`config.mk`:
```
export PLATFORM = sky130hd
export DESIGN_NAME = dphy_clk_lane_seq
export DESIGN_NICKNAME = d
export VERILOG_FILES = /design/src/rtl/clkseq_pkg.sv /design/src/rtl/clkseq_cfg_latch.sv /design/src/rtl/clkseq_phase_timer.sv /design/src/rtl/clkseq_line_drive.sv /design/src/rtl/dphy_clk_lane_seq.sv
export SDC_FILE = /design/constraint.sdc
export NUM_CORES = 1
export LEC_CHECK = 0
export ABC_AREA = 0
export CORE_ASPECT_RATIO = 1.5
export CORE_UTILIZATION = 45
export CTS_BUF_LIST = sky130_fd_sc_hd__clkbuf_8
export DETAILED_ROUTE_END_ITERATION = 8
export PLACE_DENSITY = 0.79
export SETUP_SLACK_MARGIN = 0.15
export SYNTH_ARGS = -nofsm -noshare
export SYNTH_HDL_FRONTEND = slang
export SYNTH_SLANG_ARGS = --single-unit
export TNS_END_PERCENT = 10
```
`constraint.sdc`:
```
create_clock -name clk_i -period 5.23 [get_ports clk_i]
set_input_delay 1.046 -clock clk_i [delete_from_list [all_inputs] [get_ports clk_i]]
set_output_delay 1.046 -clock clk_i [all_outputs]
set_load 0.05 [all_outputs]
```
`src/rtl/clkseq_pkg.sv`:
```
package clkseq_pkg;

   typedef enum logic [2:0] {
      PH_STOP  = 3'd0,
      PH_LPX   = 3'd1,
      PH_PREP  = 3'd2,
      PH_ZERO  = 3'd3,
      PH_PRE   = 3'd4,
      PH_ACT   = 3'd5,
      PH_POST  = 3'd6,
      PH_TRAIL = 3'd7
   } clkseq_phase_e;

   typedef struct packed {
      logic lp_p;
      logic lp_n;
      logic hs_en;
      logic gate;
      logic ready;
   } clkseq_drive_t;

   // slot indices inside the packed clock timing word
   localparam int SLOT_TRAIL = 0;
   localparam int SLOT_POST  = 1;
   localparam int SLOT_ZERO  = 2;
   localparam int SLOT_PREP  = 3;
   localparam int NUM_SLOTS  = 4;

endpackage

```
`src/rtl/clkseq_cfg_latch.sv`:
```
module clkseq_cfg_latch #(
   parameter int FIELD_W = 8,
   localparam int WORD_W = clkseq_pkg::NUM_SLOTS * FIELD_W
) (
   input  logic               clk_i,
   input  logic               rst_ni,
   input  logic               capture_i,
   input  logic [WORD_W-1:0]  word_i,
   input  logic [FIELD_W-1:0] pre_i,
   output logic [FIELD_W-1:0] prep_o,
   output logic [FIELD_W-1:0] zero_o,
   output logic [FIELD_W-1:0] post_o,
   output logic [FIELD_W-1:0] trail_o,
   output logic [FIELD_W-1:0] pre_o
);
   import clkseq_pkg::*;

   logic [FIELD_W-1:0] slot_q [NUM_SLOTS];
   logic [FIELD_W-1:0] pre_q;

   for (genvar k = 0; k < NUM_SLOTS; k++) begin : g_slot
      always_ff @(posedge clk_i or negedge rst_ni) begin
         if (!rst_ni)        slot_q[k] <= '0;
         else if (capture_i) slot_q[k] <= word_i[k*FIELD_W +: FIELD_W];
      end
   end

   always_ff @(posedge clk_i or negedge rst_ni) begin
      if (!rst_ni)        pre_q <= '0;
      else if (capture_i) pre_q <= pre_i;
   end

   assign prep_o  = slot_q[SLOT_PREP];
   assign zero_o  = slot_q[SLOT_ZERO];
   assign post_o  = slot_q[SLOT_POST];
   assign trail_o = slot_q[SLOT_TRAIL];
   assign pre_o   = pre_q;

endmodule

```
`src/rtl/clkseq_phase_timer.sv`:
```
module clkseq_phase_timer #(
   parameter int FIELD_W = 8
) (
   input  logic               clk_i,
   input  logic               rst_ni,
   input  logic               load_i,
   input  logic [FIELD_W-1:0] len_i,
   output logic               expired_o
);
   logic [FIELD_W-1:0] cnt_q;

   // a phase lasts len cycles; a length of zero is stretched to one
   always_ff @(posedge clk_i or negedge rst_ni) begin
      if (!rst_ni)              cnt_q <= '0;
      else if (load_i)          cnt_q <= (len_i == '0) ? '0 : len_i - 1'b1;
      else if (cnt_q != '0)     cnt_q <= cnt_q - 1'b1;
   end

   assign expired_o = (cnt_q == '0);

endmodule

```
`src/rtl/clkseq_line_drive.sv`:
```
module clkseq_line_drive
   import clkseq_pkg::*;
(
   input  clkseq_phase_e phase_i,
   output clkseq_drive_t drive_o
);
   always_comb begin
      drive_o = '{lp_p: 1'b0, lp_n: 1'b0, hs_en: 1'b0, gate: 1'b0, ready: 1'b0};
      unique case (phase_i)
         PH_STOP: begin
            drive_o.lp_p = 1'b1;
            drive_o.lp_n = 1'b1;
         end
         PH_LPX:  drive_o.lp_n = 1'b1;
         PH_PREP: ;
         PH_ZERO, PH_TRAIL: drive_o.hs_en = 1'b1;
         PH_PRE, PH_POST: begin
            drive_o.hs_en = 1'b1;
            drive_o.gate  = 1'b1;
         end
         PH_ACT: begin
            drive_o.hs_en = 1'b1;
            drive_o.gate  = 1'b1;
            drive_o.ready = 1'b1;
         end
         default: ;
      endcase
   end

endmodule

```
`src/rtl/dphy_clk_lane_seq.sv`:
```
module dphy_clk_lane_seq
   import clkseq_pkg::*;
#(
   parameter int FIELD_W = 8,
   localparam int WORD_W = NUM_SLOTS * FIELD_W
) (
   input  logic               clk_i,
   input  logic               rst_ni,
   input  logic               hs_req_i,
   input  logic               data_done_i,
   input  logic [WORD_W-1:0]  clk_timing_i,
   input  logic [FIELD_W-1:0] pre_timing_i,
   input  logic [FIELD_W-1:0] lpx_i,
   output logic               lp_p_o,
   output logic               lp_n_o,
   output logic               hs_en_o,
   output logic               hs_clk_gate_o,
   output logic               lane_ready_o
);

   if (FIELD_W < 2 || FIELD_W > 16) begin : g_bad_width
      $error("dphy_clk_lane_seq: FIELD_W must lie in 2..16");
   end

   clkseq_phase_e      st_q, st_d;
   logic               pend_q;
   logic               start;
   logic               tmr_load;
   logic [FIELD_W-1:0] tmr_len;
   logic               tmr_exp;
   logic [FIELD_W-1:0] f_prep, f_zero, f_post, f_trail, f_pre;
   clkseq_drive_t      drv;

   assign start = (st_q == PH_STOP) && (hs_req_i || pend_q);

   clkseq_cfg_latch #(.FIELD_W(FIELD_W)) cfg_i (
      .clk_i     (clk_i),
      .rst_ni    (rst_ni),
      .capture_i (start),
      .word_i    (clk_timing_i),
      .pre_i     (pre_timing_i),
      .prep_o    (f_prep),
      .zero_o    (f_zero),
      .post_o    (f_post),
      .trail_o   (f_trail),
      .pre_o     (f_pre)
   );

   clkseq_phase_timer #(.FIELD_W(FIELD_W)) tmr_i (
      .clk_i     (clk_i),
      .rst_ni    (rst_ni),
      .load_i    (tmr_load),
      .len_i     (tmr_len),
      .expired_o (tmr_exp)
   );

   always_comb begin
      st_d     = st_q;
      tmr_load = 1'b0;
      tmr_len  = '0;
      unique case (st_q)
         PH_STOP: if (start) begin
            st_d = PH_LPX;  tmr_load = 1'b1; tmr_len = lpx_i;
         end
         PH_LPX: if (tmr_exp) begin
            st_d = PH_PREP; tmr_load = 1'b1; tmr_len = f_prep;
         end
         PH_PREP: if (tmr_exp) begin
            st_d = PH_ZERO; tmr_load = 1'b1; tmr_len = f_zero;
         end
         PH_ZERO: if (tmr_exp) begin
            st_d = PH_PRE;  tmr_load = 1'b1; tmr_len = f_pre;
         end
         PH_PRE: if (tmr_exp) st_d = PH_ACT;
         PH_ACT: if (data_done_i) begin
            st_d = PH_POST; tmr_load = 1'b1; tmr_len = f_post;
         end
         PH_POST: if (tmr_exp) begin
            st_d = PH_TRAIL; tmr_load = 1'b1; tmr_len = f_trail;
         end
         PH_TRAIL: if (tmr_exp) st_d = PH_STOP;
         default: st_d = PH_STOP;
      endcase
   end

   always_ff @(posedge clk_i or negedge rst_ni) begin
      if (!rst_ni) begin
         st_q   <= PH_STOP;
         pend_q <= 1'b0;
      end else begin
         st_q <= st_d;
         if (st_q == PH_POST || st_q == PH_TRAIL) pend_q <= pend_q | hs_req_i;
         else if (st_q == PH_STOP)                pend_q <= 1'b0;
      end
   end

   clkseq_line_drive drv_i (
      .phase_i (st_q),
      .drive_o (drv)
   );

   assign lp_p_o        = drv.lp_p;
   assign lp_n_o        = drv.lp_n;
   assign hs_en_o       = drv.hs_en;
   assign hs_clk_gate_o = drv.gate;
   assign lane_ready_o  = drv.ready;

endmodule

```
# Word-level counts from Yosys, hierarchy flattened
# Cells that the tools add are included.
[word_totals] register_bits=52 in_bits=52 output_inout_bits=5 word_cells=70
[op_classes] bitwise_logic=1 n_mux=30 eq_ne=15 n_addsub=2 reduce_logical=14
[ops] cell="two-way mux 8 bit" count=9
[ops] cell="case mux 8 bit (6 select lines)" count=1
[ops] cell="two-way mux 3 bit" count=8
[ops] cell="case mux 3 bit (8 select lines)" count=1
[ops] cell="logical NOT 8 bit" count=2
[ops] cell="subtractor 8 x 1 -> 8 bit, second input constant" count=2
[ops] cell="inequality test 2 bit, second input constant" count=7
[ops] cell="equality test 3 bit, second input constant" count=4
[ops] cell="two-way mux 1 bit" count=10
[ops] cell="AND reduction 8 bit" count=1
[ops] cell="nonzero test 8 bit" count=1
[ops] cell="equality test 3 x 2 -> 1 bit, second input constant" count=2
[ops] cell="OR reduction 5 bit" count=1
[ops] cell="nonzero test 2 bit" count=2
[ops] cell="OR reduction 4 bit" count=1
[ops] cell="equality test 3 x 1 -> 1 bit, second input constant" count=1
[ops] cell="logical NOT 3 bit" count=1
[ops] cell="case mux 1 bit (3 select lines)" count=1
[ops] cell="OR reduction 3 bit" count=1
[ops] cell="logical OR 1 bit" count=2
[ops] cell="inequality test 2 x 1 -> 1 bit, second input constant" count=1
[ops] cell="OR reduction 2 bit" count=1
[ops] cell="logical AND 1 bit" count=1
[ops] cell="OR 1 bit" count=1

# Depth between registers and ports, before layout
# Gate-level depths: netlist of run 1.
[depth] word_depth=7 depth_mapped=11 mapped_depth_nobuf=10

# Hierarchy
# A second synthesis of run 1 with hierarchy kept.
[unflattened] hier_cells=239 area_unflattened_um2=2847.7
[by_module_without_submodules] module="clkseq_cfg_latch" n_inst=1 seq_area_each_um2=1001.0 area_each_um2=1496.4 cells_each=84
[by_module_without_submodules] module="dphy_clk_lane_seq" n_inst=1 seq_area_each_um2=100.1 area_each_um2=686.9 cells_each=84
[by_module_without_submodules] module="clkseq_phase_timer" n_inst=1 seq_area_each_um2=200.2 area_each_um2=631.9 cells_each=66
[by_module_without_submodules] module="clkseq_line_drive" n_inst=1 seq_area_each_um2=0.0 area_each_um2=32.5 cells_each=5

# Worst setup path before layout of run 1
# No wires, ideal clock.
[synth_path] kind="register -> register" startpoint="register st_q[0]" endpoint="register tmr_i.cnt_q[4]" period_less_slack_ps=3089 setup_ps=65 t_required_ps=5165 setup_slack_ps=2141 n_path_buf=1 stages_incl_launch_ff=12 arrival_time_ps=3024 path_cell_list="dfrtp_1 -> inv_1 -> ha_1 -> nor2b_1 -> nor2b_1 -> clkbuf_1 -> a222oi_1 -> ha_1 -> nand3_1 -> o21ai_4 -> o22ai_1 -> o21a_1"
[synth_between] elab_chain_cells=7 word_cells_on_any_way=17 cone_classes="add/sub (1); eq/ne (5); mux (6); reduce/logical (5)"
[synth_rtl] item="start, declared" line="dphy_clk_lane_seq.sv:25" rtl="clkseq_phase_e st_q, st_d;"
[synth_rtl] item="start signal, assigned" line="dphy_clk_lane_seq.sv:91" rtl="st_q <= st_d;"
[synth_rtl] item="logical NOT 3 bit" line="dphy_clk_lane_seq.sv:34, dphy_clk_lane_seq.sv:61"
[synth_rtl] item="logical AND 1 bit" line="dphy_clk_lane_seq.sv:34" rtl="assign start = (st_q == PH_STOP) && (hs_req_i || pend_q);"
[synth_rtl] item="two-way mux 8 bit" line="dphy_clk_lane_seq.sv:62" rtl="PH_STOP: if (start) begin"
[synth_rtl] item="case mux 8 bit (6 select lines)" line="dphy_clk_lane_seq.sv:61" rtl="unique case (st_q)"
[synth_rtl] item="subtractor 8 x 1 -> 8 bit or logical NOT 8 bit (tied branches)" line="clkseq_phase_timer.sv:15" rtl="else if (load_i) cnt_q <= (len_i == '0) ? '0 : len_i - 1'b1;"
[synth_rtl] item="two-way mux 8 bit (2 in a row)" line="clkseq_phase_timer.sv:15"
[synth_rtl] item="end signal, assigned" line="clkseq_phase_timer.sv:15"
[synth_rtl] item="end signal, assigned" line="clkseq_phase_timer.sv:16" rtl="else if (cnt_q != '0) cnt_q <= cnt_q - 1'b1;"
[synth_rtl] item="end, declared" line="clkseq_phase_timer.sv:10" rtl="logic [FIELD_W-1:0] cnt_q;"
# Parallel ways exist; a longest one is shown, timed or not.
# A chain may end at the register's enable or synchronous reset.

# Worst setup path after layout of run 1
[layout_path] startpoint="register st_q[1]" endpoint="output port hs_en_o"
[layout_between] elab_chain_cells=3 word_cells_on_any_way=7 cone_classes="eq/ne (5); mux (1); reduce/logical (1)"
[layout_rtl] item="equality test 3 bit or equality test 3 x 2 -> 1 bit (tied branches)" line="clkseq_line_drive.sv:9" rtl="unique case (phase_i)"
[layout_rtl] item="OR reduction 5 bit (no source line) *"
[layout_rtl] item="two-way mux 1 bit *" line="clkseq_line_drive.sv:9"
[layout_rtl] item="end, declared" line="dphy_clk_lane_seq.sv:16" rtl="output logic hs_en_o,"
# Every way passes the cells marked *; elsewhere a longest branch is shown, timed or not.

==> results of run 1 <==
==> layer usage <==
layer  vias to the layer above  global-route usage  share of wire
li1                        945                   -              -
met1                       992               0.250           0.41
met2                        65               0.344           0.52
met3                        11              0.0340          0.040
met4                         0              0.0836          0.025
met5                         -                   0              0
==> cell usage after synthesis, types with 2 or more instances <==
cell / count
nor2b_1: 2
xnor2_1: 7
a22oi_1: 8
inv_1: 12
buf_6: 2
nand3_1: 6
buf_1: 2
mux2_2: 43
a21oi_1: 3
a222oi_1: 8
nand2_1: 5
o21ai_0: 4
clkbuf_1: 6
o22ai_1: 14
buf_2: 3
xor2_1: 5
dfrtp_1: 52
nor4_1: 2
o31ai_1: 2
nand2b_1: 2
ha_1: 9
nor2_1: 10
mux2i_1: 9
==> cell type report <==
type / instances / area share
Clock buffer: 6 / 0.0241
Clock inverter: 2 / 0.00329
Inverter: 12 / 0.0132
Multi-Input combinational cell: 152 / 0.384
Sequential cell: 52 / 0.380
Tap cell: 72 / 0.0263
Timing Repair Buffer: 59 / 0.169
==> flip-flops by register name (all words and copies together) (netlist names) <==
signal and flops:
tmr_i.cnt_q 8, cfg_i.pre_o 8, cfg_i.zero_o 8, pend_q 1
cfg_i.trail_o 8, st_q 3, cfg_i.post_o 8, cfg_i.prep_o 8
==> power breakdown <==
group	internal, mW	switching, mW	total (mW)
registers	0.614	0.123	0.736
logic	0.553	0.596	1.15
clock network	0.106	0.133	0.239
total	1.27	0.851	2.12
==> logic make-up after synthesis <==
kind of cell,after synthesis
mux,52
flops,52
compound gates,46
simple gates,33
buf+inv,25
xor+xnor,12
fa+ha+maj,9
==> path summary, 6_finish.rpt <==
kind                       cells after the start  slack, ns              end       startpoint
min in group asynchronous                      2       0.84          st_q[0]           rst_ni
max                                            5       1.78          hs_en_o          st_q[1]
max reg2reg                                    9       2.22   tmr_i.cnt_q[4]          st_q[0]
min reg2reg                                    1       0.51  cfg_i.zero_o[0]  cfg_i.zero_o[0]
min                                            1       0.51  cfg_i.zero_o[0]  cfg_i.zero_o[0]
max in group asynchronous                      2       3.95  cfg_i.zero_o[7]           rst_ni
==> worst max-delay path, cell delays in order, from the launching register on <==
cell and delay, ns:
dfrtp_1 0.43, inv_1 0.12, ha_1 0.47, o31ai_1 0.18, nand2b_1 0.10, clkdlybuf4s50_1 0.80
==> layout by cell type, fill, tap and decap left out, types with 4 or more instances in the layout <==
master,count
o21ai_0,4
o22ai_1,14
xnor2_1,7
nor2_1,10
ha_1,9
a222oi_1,8
xor2_1,5
clkdlybuf4s50_1,55
mux2_2,43
clkbuf_8,6
nand3_1,6
inv_1,13
mux2i_1,9
nand2_1,5
a22oi_1,8
dfrtp_1,52
==> impl_metrics.toml, run 1 <==
[run_status]
status = "completed"

[detailed_routing]
dr_total_vias = 2013
drtIter0Drc = 93
finalWirelength_um = 5970
final_antenna_net_count = 0
drt-pass1-iter-count = 5
viasPerCell = 5.67
drc_errors = 0
routedWlPerCell_um = 16.8

[power]
p_leak_nw = 1.43
finalPower_mw = 2.12
power.density_nw_per_um2 = 620
peakVddDrop_uv = 276

[yosys]
syn_avg_cell_area_um2 = 11.9
synthMuxAreaShare = 0.211
netlist.area_leader.share = 0.478
synth_compound_area_frac = 0.126
synth_adder_area_share = 0.0414
ys_warn_count = 0
ys_async_sr_fraction = 1.00
synth_fp_nets = 290
synthDistinctLibCells = 36
synth_enable_flop_cells = 0
syn-instance-count = 229
synthXorXnorAreaFrac = 0.0386
netlist_top_cells_area = "dfrtp_1, mux2_2, ha_1, mux2i_1, o22ai_1"
syn_area_um2 = 2720
synth-seq-cells = 52
synthSimpleGateAreaFrac = 0.0634
synth_top_family_by_area = "multiplexers"
yosys.area.top_type = "dfrtp_1"
yosysSeqAreaShare = 0.478
synth_ff_type = "dfrtp_1"

[finish]
drive_gt1_frac = 0.208
antenna_cells = 0
final_cells = 355
seq_area_um2 = 1300
stdcell_area_um2 = 3420
multi_input_area_um2 = 1320
layout.nets = 343
post-route-util = 0.588
syn2layout_area_growth_pct = 25.8
fill_cells = 496

[cts]
cts_buffers = 5
clock_path_buffers = 2
cts-root-buf = "clkbuf_8"
cts_tree = "done"
cts_hold_buffers = 0
htree_levels = 2
cts.sinks = 52
cts_setup_buffers = 0
clk_latency_ns = 0.31
cts_resized = 0
cts.clk_slew.worst_paths_ns = 0.09

[placement]
place_hpwl_um = 4400
dp_cells = 347
placed_area_um2 = 3330
port_buffers = 56
gp_congestion = 0.928
place_ws_ns = 1.63

[sta]
slew_violations = 0
fin_crit_sh = 0.659
rsz0062_at_grt = "no"
holdWs_ns = 0.510
setup_tns_ns = 0
setup_violations = 0
min_period_ns = 3.45
tightest_slew_ns = 0.766
clock.fmax_ghz = 0.290
skew_ns = 0.0109
finalHoldViolations = 0
maxSlewHeadroom = 0.490
layout_setup_ws_ns = 1.78

[global_route]
track_usage = 0.203
grt_pass1_wl_um = 9690
grt_pass1_vias = 2007
grt_antenna_before_repair = 0
overflow = 0
grt_max_degree = 53

[critical_path]
cp_max_fo = 14
end_kind = "output pin"
crit_arrival_ns = 2.40
cp.required_ns = 4.18
critPathKind = "flop to output pin"
start_kind = "flop"

[worst_hold_path]
holdCritPathClass = "flop to flop"

[floorplanning]
ios = 57
die_h_um = 97.3
start_util = 0.467
die_x_um = 65.5
coreArea_um2 = 5830
row_count = 34
die_area_um2 = 6370

[run]
cap_violations = 0
Power figures use the tool's default switching activity.
==> inputs of run 2 (changes only) <==
--- a/config.mk
+++ b/config.mk
@@ -10,7 +10,7 @@
 export CORE_UTILIZATION = 45
 export CTS_BUF_LIST = sky130_fd_sc_hd__clkbuf_8
 export DETAILED_ROUTE_END_ITERATION = 8
-export PLACE_DENSITY = 0.79
+export PLACE_DENSITY = 0.82
 export SETUP_SLACK_MARGIN = 0.15
 export SYNTH_ARGS = -nofsm -noshare
 export SYNTH_HDL_FRONTEND = slang
==> constraint.sdc (replaced) <==
create_clock -name clk_i -period 2.8 [get_ports clk_i]
set_input_delay 0.56 -clock clk_i [delete_from_list [all_inputs] [get_ports clk_i]]
set_output_delay 0.56 -clock clk_i [all_outputs]
set_load 0.05 [all_outputs]
==> run 2 against run 1 <==
Clock skew is essentially flat. Cell area grew 6.1%. Count of clock-buffer cells in the layout grew 1. Critical path depth shrank 1. Final cell count grew 5.4%. Non-clock buffer count grew 19. Register-to-register slack lost 2.0 ns. Largest cell class unchanged.
==> impl_metrics.toml, run 2 (synthesis results as in run 1) <==
[sta]
setup_violations = 0
skew_ns = 0.0111
maxSlewHeadroom = 0.673
rsz0062_at_grt = "yes"
layout_setup_ws_ns = 0.216
finalHoldViolations = 0
slew_violations = 0
tightest_slew_ns = 0.490
min_period_ns = 2.58
setup_tns_ns = 0
fin_crit_sh = 0.923
clock.fmax_ghz = 0.387

[power]
swShare = 0.383
power.density_nw_per_um2 = 1180
p_leak_nw = 1.55
p_seq_frac = 0.330
p_switching_mw = 1.64
clockPowerShare = 0.130
finalPower_mw = 4.28
peakVddDrop_uv = 666
intPower_mw = 2.64
combPwrFrac = 0.539

[worst_hold_path]
holdCritPathClass = "primary input to asynchronous set/reset pin"

[global_route]
grt_pass1_wl_um = 10200
grt_antenna_before_repair = 0
grt_pass1_vias = 2127
track_usage = 0.211
overflow = 0
grt_max_degree = 31

[critical_path]
cp_max_fo = 5
cp_slowest_cell = "clkdlybuf4s50_1"
cp.required_ns = 2.24
critPathMaxStageDelay_ns = 0.82
start_kind = "flop"
critPathKind = "flop to output pin"
end_kind = "output pin"
crit_arrival_ns = 2.02
crit_chain = "inv_2, ha_4, nor2b_4, clkdlybuf4s50_1"

[cts]
cts_hold_buffers = 0
clock_path_buffers = 2
cts-root-buf = "clkbuf_8"
cts_buffers = 5
cts.clk_slew.worst_paths_ns = 0.10
cts_tree = "done"
clk_latency_ns = 0.31
cts.sinks = 52
htree_levels = 2

[floorplanning]
start_util = 0.467
ios = 57
die_area_um2 = 6370
coreArea_um2 = 5830
die_h_um = 97.3
row_count = 34
die_x_um = 65.5

[detailed_routing]
final_antenna_net_count = 0
viasPerCell = 5.60
drc_errors = 0
finalWirelength_um = 6410
drt-pass1-iter-count = 4
dr_total_vias = 2093
drtIter0Drc = 120
routedWlPerCell_um = 17.1

[run]
cap_violations = 0

[placement]
place_ws_ns = 0.0680
place_hpwl_um = 4950
port_buffers = 56
gp_congestion = 0.913

[finish]
layout.nets = 362
final_cell_mix = "dfrtp_1, clkdlybuf4s50_1, mux2_2"
drive_gt1_frac = 0.298
antenna_cells = 0
final_common_cell = "dfrtp_1"
post-route-util = 0.624
syn2layout_area_growth_pct = 33.5

[run_status]
status = "completed"
[run 2: layout make-up]
| cell class | instances | area, um2 |
|---|---|---|
| clock buffers | 7 | 96.3 |
| clock inverters | 1 | 30.0 |
| multi-input cells | 152 | 1350 |
| well taps | 72 | 90.1 |
| flip-flops and latches | 52 | 1300 |
| fillers | 469 | 2190 |
| repair buffers | 78 | 723 |
| inverters | 12 | 45.0 |
[run 2: timing repair]
action | 4_1_cts | 5_1_grt
endpoints found under the setup margin | 0 | 10
gates resized for setup | 0 | 1
buffers inserted | 0 | 2
[run 2: power by group through the flow]
| stage | clock network [mW] | logic [mW] | registers, mW |
|---|---|---|---|
| global route | 0.599 | 2.51 | 1.46 |
| global placement | 0 | 2.22 | 1.40 |
| CTS | 0.560 | 2.30 | 1.41 |
| detailed placement | 0 | 2.28 | 1.43 |
| finish | 0.558 | 2.31 | 1.41 |
| floorplan | 0 | 1.73 | 1.32 |
[run 2: final timing paths]
kind                       slack (ns)  depth (start not counted)       startpoint               to
setup / recovery                 0.22                          4          st_q[1]           lp_p_o
hold / removal                   0.22                          2           rst_ni   tmr_i.cnt_q[3]
setup reg to reg                 0.26                         10          st_q[0]   tmr_i.cnt_q[1]
hold reg to reg                  0.51                          1  cfg_i.prep_o[6]  cfg_i.prep_o[6]
max in group asynchronous        2.26                          2           rst_ni   cfg_i.pre_o[3]
min in group clk_i               0.51                          1  cfg_i.prep_o[6]  cfg_i.prep_o[6]
[run 2: stage by stage]
step           hold slack, ns  instances  cell area [um2]
2_1_floorplan           0.264        229             2770
3_3_place_gp            0.489        364             3490
3_5_place_dp            0.496        364             3490
4_1_cts                 0.234        372             3610
5_1_grt                 0.242        374             3630
6_report                0.224        374             3630
[run 2: critical path, delay by kind of cell (launching register included)]
| kind | cells | cell delay (ns) |
|---|---|---|
| and+or+nand+nor | 1 | 0.18 |
| adders and majority gates | 1 | 0.17 |
| buffers and inverters | 2 | 0.94 |
| DFF | 1 | 0.44 |
[run 2: metal layers]
| layer | share of wire | wire length, um | vias up | track usage |
|---|---|---|---|---|
| li1 | - | - | 985 | - |
| met3 | 0.032 | 202 | 8 | 0.0364 |
| met4 | 0.018 | 116 | 0 | 0.0702 |
| met1 | 0.39 | 2500 | 1054 | 0.243 |
| met2 | 0.56 | 3580 | 46 | 0.382 |
| met5 | 0 | 0 | - | 0 |
